--- src/rtl/opmode_pkg.sv ---
package opmode_pkg;

  localparam int PRIO_W = 4;
  localparam logic [PRIO_W-1:0] PRIO_RST = 4'b0110;

  typedef enum logic [1:0] {
    MODE_SINGLE = 2'b00,
    MODE_EXP    = 2'b01,
    MODE_BOOT   = 2'b10,
    MODE_TEST   = 2'b11
  } opmode_e;

  typedef struct packed {
    logic              rboot;
    logic              smod;
    logic              mda;
    logic              irv;
    logic [PRIO_W-1:0] prio;
  } ctl_fields_t;

  // Reset contents derived from the two strap levels.
  function automatic ctl_fields_t f_reset_fields(input logic pin_a, input logic pin_b);
    ctl_fields_t f;
    f.smod  = ~pin_b;
    f.mda   = pin_a;
    f.rboot = ~pin_b & ~pin_a;
    f.irv   = 1'b0;
    f.prio  = PRIO_RST;
    return f;
  endfunction

  // Visibility only meaningful where an external bus exists.
  function automatic logic f_visible(input logic irv, input logic mda);
    return irv & mda;
  endfunction

  function automatic logic [15:0] f_vec_base(input logic pin_b_rst,
                                             input logic [15:0] vec_norm,
                                             input logic [15:0] vec_spec);
    return pin_b_rst ? vec_norm : vec_spec;
  endfunction

endpackage

--- src/rtl/opmode_strap_latch.sv ---
module opmode_strap_latch (
  input  logic clk,
  input  logic rst_n,
  input  logic strap_b,
  output logic strap_b_q
);
  // Tracks the strap while reset is low, frozen afterwards.
  always_ff @(posedge clk) begin
    if (!rst_n) strap_b_q <= strap_b;
  end
endmodule

--- src/rtl/opmode_wr_perm.sv ---
module opmode_wr_perm
  import opmode_pkg::*;
(
  input  ctl_fields_t cur,
  input  logic        irv_locked,
  input  logic        wr_hit,
  input  logic [7:0]  wdata,
  output ctl_fields_t nxt,
  output logic        lock_set
);
  ctl_fields_t wf;

  always_comb begin
    wf       = ctl_fields_t'(wdata);
    nxt      = cur;
    lock_set = 1'b0;
    if (wr_hit) begin
      nxt.prio = wf.prio;
      if (cur.smod) begin
        nxt.rboot = wf.rboot;
        nxt.smod  = wf.smod;
        nxt.mda   = wf.mda;
        nxt.irv   = wf.irv;
      end else begin
        lock_set = 1'b1;
        if (!irv_locked) nxt.irv = wf.irv;
      end
    end
  end
endmodule

--- src/rtl/opmode_ctl_core.sv ---
module opmode_ctl_core
  import opmode_pkg::*;
(
  input  logic        clk,
  input  logic        rst_n,
  input  logic        strap_a,
  input  logic        strap_b,
  input  ctl_fields_t nxt,
  input  logic        lock_set,
  output ctl_fields_t cur,
  output logic        irv_locked
);
  always_ff @(posedge clk) begin
    if (!rst_n) begin
      cur        <= f_reset_fields(strap_a, strap_b);
      irv_locked <= 1'b0;
    end else begin
      cur        <= nxt;
      irv_locked <= irv_locked | lock_set;
    end
  end
endmodule

--- src/rtl/opmode_out_decode.sv ---
module opmode_out_decode
  import opmode_pkg::*;
#(
  parameter logic [15:0] VEC_NORM = 16'hFFFA,
  parameter logic [15:0] VEC_SPEC = 16'hBFFA
) (
  input  ctl_fields_t      cur,
  input  logic             addr_hit,
  input  logic             strap_b_q,
  output logic [7:0]       rdata,
  output logic [1:0]       mode_code,
  output logic [15:0]      vec_base,
  output logic             boot_rom_on,
  output logic             show_reads,
  output logic [PRIO_W-1:0] prio_sel
);
  always_comb begin
    rdata       = addr_hit ? 8'(cur) : 8'h00;
    mode_code   = {cur.smod, cur.mda};
    vec_base    = f_vec_base(strap_b_q, VEC_NORM, VEC_SPEC);
    boot_rom_on = cur.rboot;
    show_reads  = f_visible(cur.irv, cur.mda);
    prio_sel    = cur.prio;
  end
endmodule

--- src/rtl/opmode_ctl_reg.sv ---
module opmode_ctl_reg
  import opmode_pkg::*;
#(
  parameter int          ADDR_W   = 6,
  parameter logic [ADDR_W-1:0] REG_ADDR = 6'h3C,
  parameter logic [15:0] VEC_NORM = 16'hFFFA,
  parameter logic [15:0] VEC_SPEC = 16'hBFFA
) (
  input  logic              clk,
  input  logic              rst_n,
  input  logic              strap_a,
  input  logic              strap_b,
  input  logic [ADDR_W-1:0] reg_addr,
  input  logic              reg_wr,
  input  logic [7:0]        reg_wdata,
  output logic [7:0]        reg_rdata,
  output logic [1:0]        mode_code,
  output logic [15:0]       vec_base,
  output logic              boot_rom_on,
  output logic              show_reads,
  output logic [3:0]        prio_sel
);
  logic        addr_hit;
  logic        wr_hit;
  logic        lock_set;
  logic        irv_locked;
  logic        strap_b_q;
  logic        irv_now;
  ctl_fields_t cur;
  ctl_fields_t nxt;

  assign addr_hit = (reg_addr == REG_ADDR);
  assign wr_hit   = reg_wr & addr_hit;
  assign irv_now  = cur.irv;

  opmode_strap_latch u_latch (
    .clk(clk), .rst_n(rst_n), .strap_b(strap_b), .strap_b_q(strap_b_q)
  );

  opmode_wr_perm u_perm (
    .cur(cur), .irv_locked(irv_locked), .wr_hit(wr_hit), .wdata(reg_wdata),
    .nxt(nxt), .lock_set(lock_set)
  );

  opmode_ctl_core u_core (
    .clk(clk), .rst_n(rst_n), .strap_a(strap_a), .strap_b(strap_b),
    .nxt(nxt), .lock_set(lock_set), .cur(cur), .irv_locked(irv_locked)
  );

  opmode_out_decode #(.VEC_NORM(VEC_NORM), .VEC_SPEC(VEC_SPEC)) u_dec (
    .cur(cur), .addr_hit(addr_hit), .strap_b_q(strap_b_q),
    .rdata(reg_rdata), .mode_code(mode_code), .vec_base(vec_base),
    .boot_rom_on(boot_rom_on), .show_reads(show_reads), .prio_sel(prio_sel)
  );
endmodule

--- config.mk ---
export PLATFORM = sky130hd
export DESIGN_NAME = opmode_ctl_reg
export DESIGN_NICKNAME = d
export VERILOG_FILES = /design/src/rtl/opmode_pkg.sv /design/src/rtl/opmode_strap_latch.sv /design/src/rtl/opmode_wr_perm.sv /design/src/rtl/opmode_ctl_core.sv /design/src/rtl/opmode_out_decode.sv /design/src/rtl/opmode_ctl_reg.sv
export SDC_FILE = /design/constraint.sdc
export NUM_CORES = 1
export LEC_CHECK = 0
export BUFFER_PORTS_ARGS = -buffer_cell sky130_fd_sc_hd__buf_2
export CAP_MARGIN = 10
export CELL_PAD_IN_SITES_DETAIL_PLACEMENT = 1
export CELL_PAD_IN_SITES_GLOBAL_PLACEMENT = 1
export CORE_MARGIN = 2
export CORE_UTILIZATION = 26
export CTS_CLUSTER_SIZE = 12
export DETAILED_ROUTE_END_ITERATION = 10
export PLACE_DENSITY = 0.85
export REMOVE_ABC_BUFFERS = 1
export SYNTH_ARGS = -nofsm -noshare
export SYNTH_HDL_FRONTEND = slang
export SYNTH_SLANG_ARGS = --single-unit
--- constraint.sdc ---
create_clock -name clk -period 1.3 [get_ports clk]
set_clock_uncertainty 0.15 [all_clocks]
set_input_delay 0.195 -clock clk [delete_from_list [all_inputs] [get_ports clk]]
set_output_delay 0.195 -clock clk [all_outputs]
set_load 0.05 [all_outputs]
Word-level counts from Yosys, hierarchy flattened
Cells that the tools add are included.
{ "op_classes": {"n_reduce_logical": 2, "eq_ne": 4, "n_mux": 9, "bitwise_logic": 6} }
{ "op_table": {"columns": ["operator", "count"], "rows": [
  ["two-way mux 8 bit", 3],
  ["two-way mux 15 bit", 1],
  ["== test 6 bit (second input constant)", 1],
  ["inequality test 2 x 1 -> 1 bit (second input constant)", 3],
  ["two-way mux 1 bit", 4],
  ["AND reduction 2 bit", 2],
  ["bitwise AND 1 bit", 3],
  ["two-way mux 3 bit", 1],
  ["NOT 1 bit", 2],
  ["OR 1 bit", 1]
]} }
{ "word_totals": {"wordCells": 28, "out_inout_bits": 32, "regBits": 10, "inputBits": 19} }

Depth between registers and ports, before layout
{ "logic_depth": {"ltp_word": 4, "ltp_mapped": 4} }

Hierarchy
From an unflattened synthesis, not the netlist that was laid out.
{ "unflattened": {"cells_unflattened": 76, "hier_area_um2": 710.7} }
{ "by_module_without_submodules": {"columns": ["mod", "area_each_um2", "instances", "cells_each"], "rows": [
  ["opmode_ctl_core", 270.3, 1, 21],
  ["opmode_out_decode", 236.5, 1, 34],
  ["opmode_wr_perm", 145.1, 1, 14],
  ["opmode_strap_latch", 33.8, 1, 2],
  ["opmode_ctl_reg", 25.0, 1, 5]
]} }

Worst setup path after synthesis
No wires, ideal clock.
{ "synth_timing": {"kind": "register to output", "from": "register, netlist name u_core.cur[7]", "to": "output reg_rdata[7]", "arrival_time_ns": 1.160, "slack_ns": -0.205, "stages_incl_launch_ff": 2, "required_ns": 0.955, "path_cell_list": "edfxtp_1 -> and3_1"} }
{ "synth_between": {"elab_chain_len": 1} }
{ "synth_lines": {"columns": ["element", "line", "rtl"], "rows": [
  ["two-way mux 8 bit", "opmode_out_decode.sv:18", "rdata = addr_hit ? 8'(cur) : 8'h00;"],
  ["end: declaration", "opmode_ctl_reg.sv:16", "output logic [7:0] reg_rdata,"]
]} }
No other way between the ends.

Worst setup path after layout
{ "layout_timing": {"from": "register, netlist name u_core.cur[6]", "to": "output reg_rdata[6]"} }
{ "layout_between": {"elab_chain_len": 1} }
{ "layout_lines": {"columns": ["element", "line"], "rows": [
  ["two-way mux 8 bit", "opmode_out_decode.sv:18"]
]} }
No other way between the ends.

==> results.sh <==
export IMPL_ys_seq_area_share_pct=35.36
export IMPL_status="complete, but fails checks"
export IMPL_synthSimpleGateAreaFrac_pct=26.89
export IMPL_syn_area_sq_um=679.4
export IMPL_grt_pass1_wl_microns=2794
export IMPL_num_antenna_cells=0
export IMPL_critical_path_class="flop to primary output"
export IMPL_report_final_slew_viol_count=0
export IMPL_syn_to_final_growth_pct=45.49
export IMPL_setup_viol=4
export IMPL_antenna_found_initial=0
export IMPL_cp_slowest_cell="edfxtp_1"
export IMPL_ant_nets=0
export IMPL_syn_inst=80
export IMPL_path_buf_inv=1
export IMPL_cts_tree="done"
export IMPL_synth_area_leaders="buf_4 24%, dfxtp_1 18%, edfxtp_1 18%"
export IMPL_routabilityCongestion=0.6956
export IMPL_clkLatencyLatePin_ns=0.26
export IMPL_track_usage_pct=13.33
export IMPL_violations="setup timing"
export IMPL_drtIter0Drc=3
export IMPL_drtPass1Iterations=4
export IMPL_min_period_ns=1.371
export IMPL_synth_adder_area_share_pct=0
export IMPL_max_freq_mhz=729.5
export IMPL_ir_worst_vdd_uv=343.9
export IMPL_syn_area_per_cell_sq_um=8.493
export IMPL_vias=662
export IMPL_cts_num_sinks=10
export IMPL_io_buffers=35
export IMPL_p_leak_nw=0.4524
export IMPL_post_dp_cell_area_sq_um=812.0
export IMPL_drt_wl_total_microns=1968
export IMPL_muxShareOfSynthArea_pct=1.473
export IMPL_grt_pass1_vias=633
export IMPL_die_width_microns=55.12
export IMPL_core_area_sq_um=2477
export IMPL_dp_cells=140
export IMPL_cp_start_kind="flop"
export IMPL_h_tree_depth=1
export IMPL_total_power_w=0.0007972
export IMPL_arrival_ns=1.03
export IMPL_dp_hpwl_microns=1448
export IMPL_period_share_pct=105.4
export IMPL_ctsLongestPathBuffers=2
export IMPL_hold_violations=0
export IMPL_max_stage_delay_ns=0.44
export IMPL_ios=51
export IMPL_synth_top_area_share_pct=24.31
export IMPL_dp_worst_setup_slack_ns=-0.09349
export IMPL_cp_end_kind="primary output"
export IMPL_r2r_setup_slack_ns=0.10
export IMPL_placementRows=18
export IMPL_nets=136
export IMPL_yosysUniqueCellTypes=26
export IMPL_drt_drc_violations_left=0
export IMPL_final_area_sq_um=988.4
export IMPL_yosysTopAreaCell="buf_4"
export IMPL_drive_gt1_share_pct=52.59
export IMPL_synth_compound_area_share_pct=9.024
export IMPL_wl_per_cell_microns=13.48
export IMPL_clock_root_buffer="clkbuf_4"
export IMPL_required_ns=0.95
export IMPL_path_delay_family="flip-flops"
export IMPL_start_util_pct=27.42
export IMPL_fin_ws_ns=-0.07082
export IMPL_yosys_warnings=0
export IMPL_path_cells="and3_4 > buf_6"
export IMPL_viasPerCell=4.534
export IMPL_cts_buffers=3
export IMPL_die_y_microns=55.12
export IMPL_rsz0062_at_grt="true"
export IMPL_ys_ff_latch=10
export IMPL_synthXorXnorAreaFrac_pct=0
export IMPL_grt_overflow_total=0
export IMPL_p_per_area_nw_per_um2=806.5
export IMPL_synth_top_family_by_area="simple AND/OR/NAND/NOR gates"
export IMPL_cp_max_fo=3
export IMPL_worst_hold_path_type="input pin to flop"
export IMPL_die_area_sq_um=3038
export IMPL_clkTransAtPathRegs_ns=0.07
export IMPL_drv_cap=0
export IMPL_grt_max_degree=14
export IMPL_final_cells=146
-- worst paths after layout --
path                                   startpoint                end  cells past startpoint
worst max register to register      u_core.cur[6]      u_core.cur[4]                      4
worst min-delay path                 reg_wdata[1]      u_core.cur[1]                      3
worst min register to register  u_core.irv_locked  u_core.irv_locked                      1
worst max-delay path                u_core.cur[6]       reg_rdata[6]                      2
-- sequential cells by signal (all words and copies together), names as in the netlist --
name and count:
u_latch.strap_b_q 1, u_core.cur 8, u_core.irv_locked 1
-- area by class of cell --
type	instances	area [sq um]
multi-input combinational	59	364.1
timing repair buffer	42	310.3
sequential	10	246.5
tap	30	37.54
fill	314	1489
inverter	1	3.754
clock buffer	4	26.28
-- worst reg2reg max path, delay by kind of cell, from the launching register on --
| family | cells | cell delay [ns] |
|---|---|---|
| flip-flops | 1 | 0.44 |
| AND/OR/NAND/NOR | 2 | 0.19 |
| multiplexers | 1 | 0.12 |
| buffers and inverters | 1 | 0.18 |
-- report_power, final --
| group | leakage (nW) | switching [W] | internal (W) |
|---|---|---|---|
| sequential | 0.0899 | 0.00000524 | 0.000336 |
| clock | 0.0150 | 0.000102 | 0.000118 |
| combinational | 0.347 | 0.000179 | 0.0000565 |
| total | 0.452 | 0.000287 | 0.000510 |
-- per-layer routing --
metal  vias to the layer above  global-route usage, %  part of all wire (%)
li1                        319                      -                     -
met1                       314                  14.31                    38
met2                        29                  24.21                    54
met3                         0                  3.495                   8.2
met4                         0                  6.098                     0
met5                         -                      0                     0
-- kinds of logic (layout without fill, tap and decap cells) --
logic type	Yosys count	in the layout
AOI/OAI and AO/OA	10	10
buffers and inverters	25	47
DFF	10	10
muxes	1	1
other	2	15
and+or+nand+nor	32	33
-- what timing repair did --
item | in CTS | in global routing
hold buffers | 1 | 0
setup endpoints to repair | 10 | 10
gates resized for setup | 21 | 23
setup buffers | 0 | 0
endpoints found under the hold margin | 1 | 0
pin swaps | 1 | 1
cloned | 0 | 2
-- cell usage in the layout, fill, tap and decap left out, drive strengths merged, types with 4 or more instances in the layout --
cell type	Yosys	routed
conb	2	15
buf	23	40
clkbuf	1	5
and3	8	8
edfxtp	4	4
nand2	7	7
nand3	7	7
dfxtp	6	6
o21ai	4	4
-- cell usage after synthesis --
| cell | number |
|---|---|
| a21oi_1 | 2 |
| and2_1 | 1 |
| and3_1 | 8 |
| and4_1 | 1 |
| buf_2 | 1 |
| buf_4 | 22 |
| clkbuf_1 | 1 |
| conb_1 | 2 |
| dfxtp_1 | 6 |
| edfxtp_1 | 4 |
| inv_1 | 1 |
| mux2i_1 | 1 |
| nand2_1 | 7 |
| nand3_1 | 7 |
| nand4_1 | 2 |
| nor2_1 | 1 |
| nor2b_1 | 1 |
| nor3_1 | 1 |
| nor3_2 | 1 |
| nor3b_1 | 1 |
| o21a_1 | 1 |
| o21ai_0 | 4 |
| o22ai_1 | 1 |
| o2bb2ai_1 | 1 |
| o32ai_1 | 1 |
| or3b_4 | 1 |
-- stage by stage --
stage	hold WS [ns]	util, %	TNS, ns
2_1_floorplan	0.1168	-	-2.263
3_5_place_dp	0.2700	32.78	-0.9932
5_1_grt	0.01920	39.90	-0.4880
4_1_cts	0.02912	36.41	-0.2459
6_report	0.03146	39.90	-0.2285
3_3_place_gp	0.2524	32.78	-0.7184
Note: power is estimated with default switching activity, not from simulation.
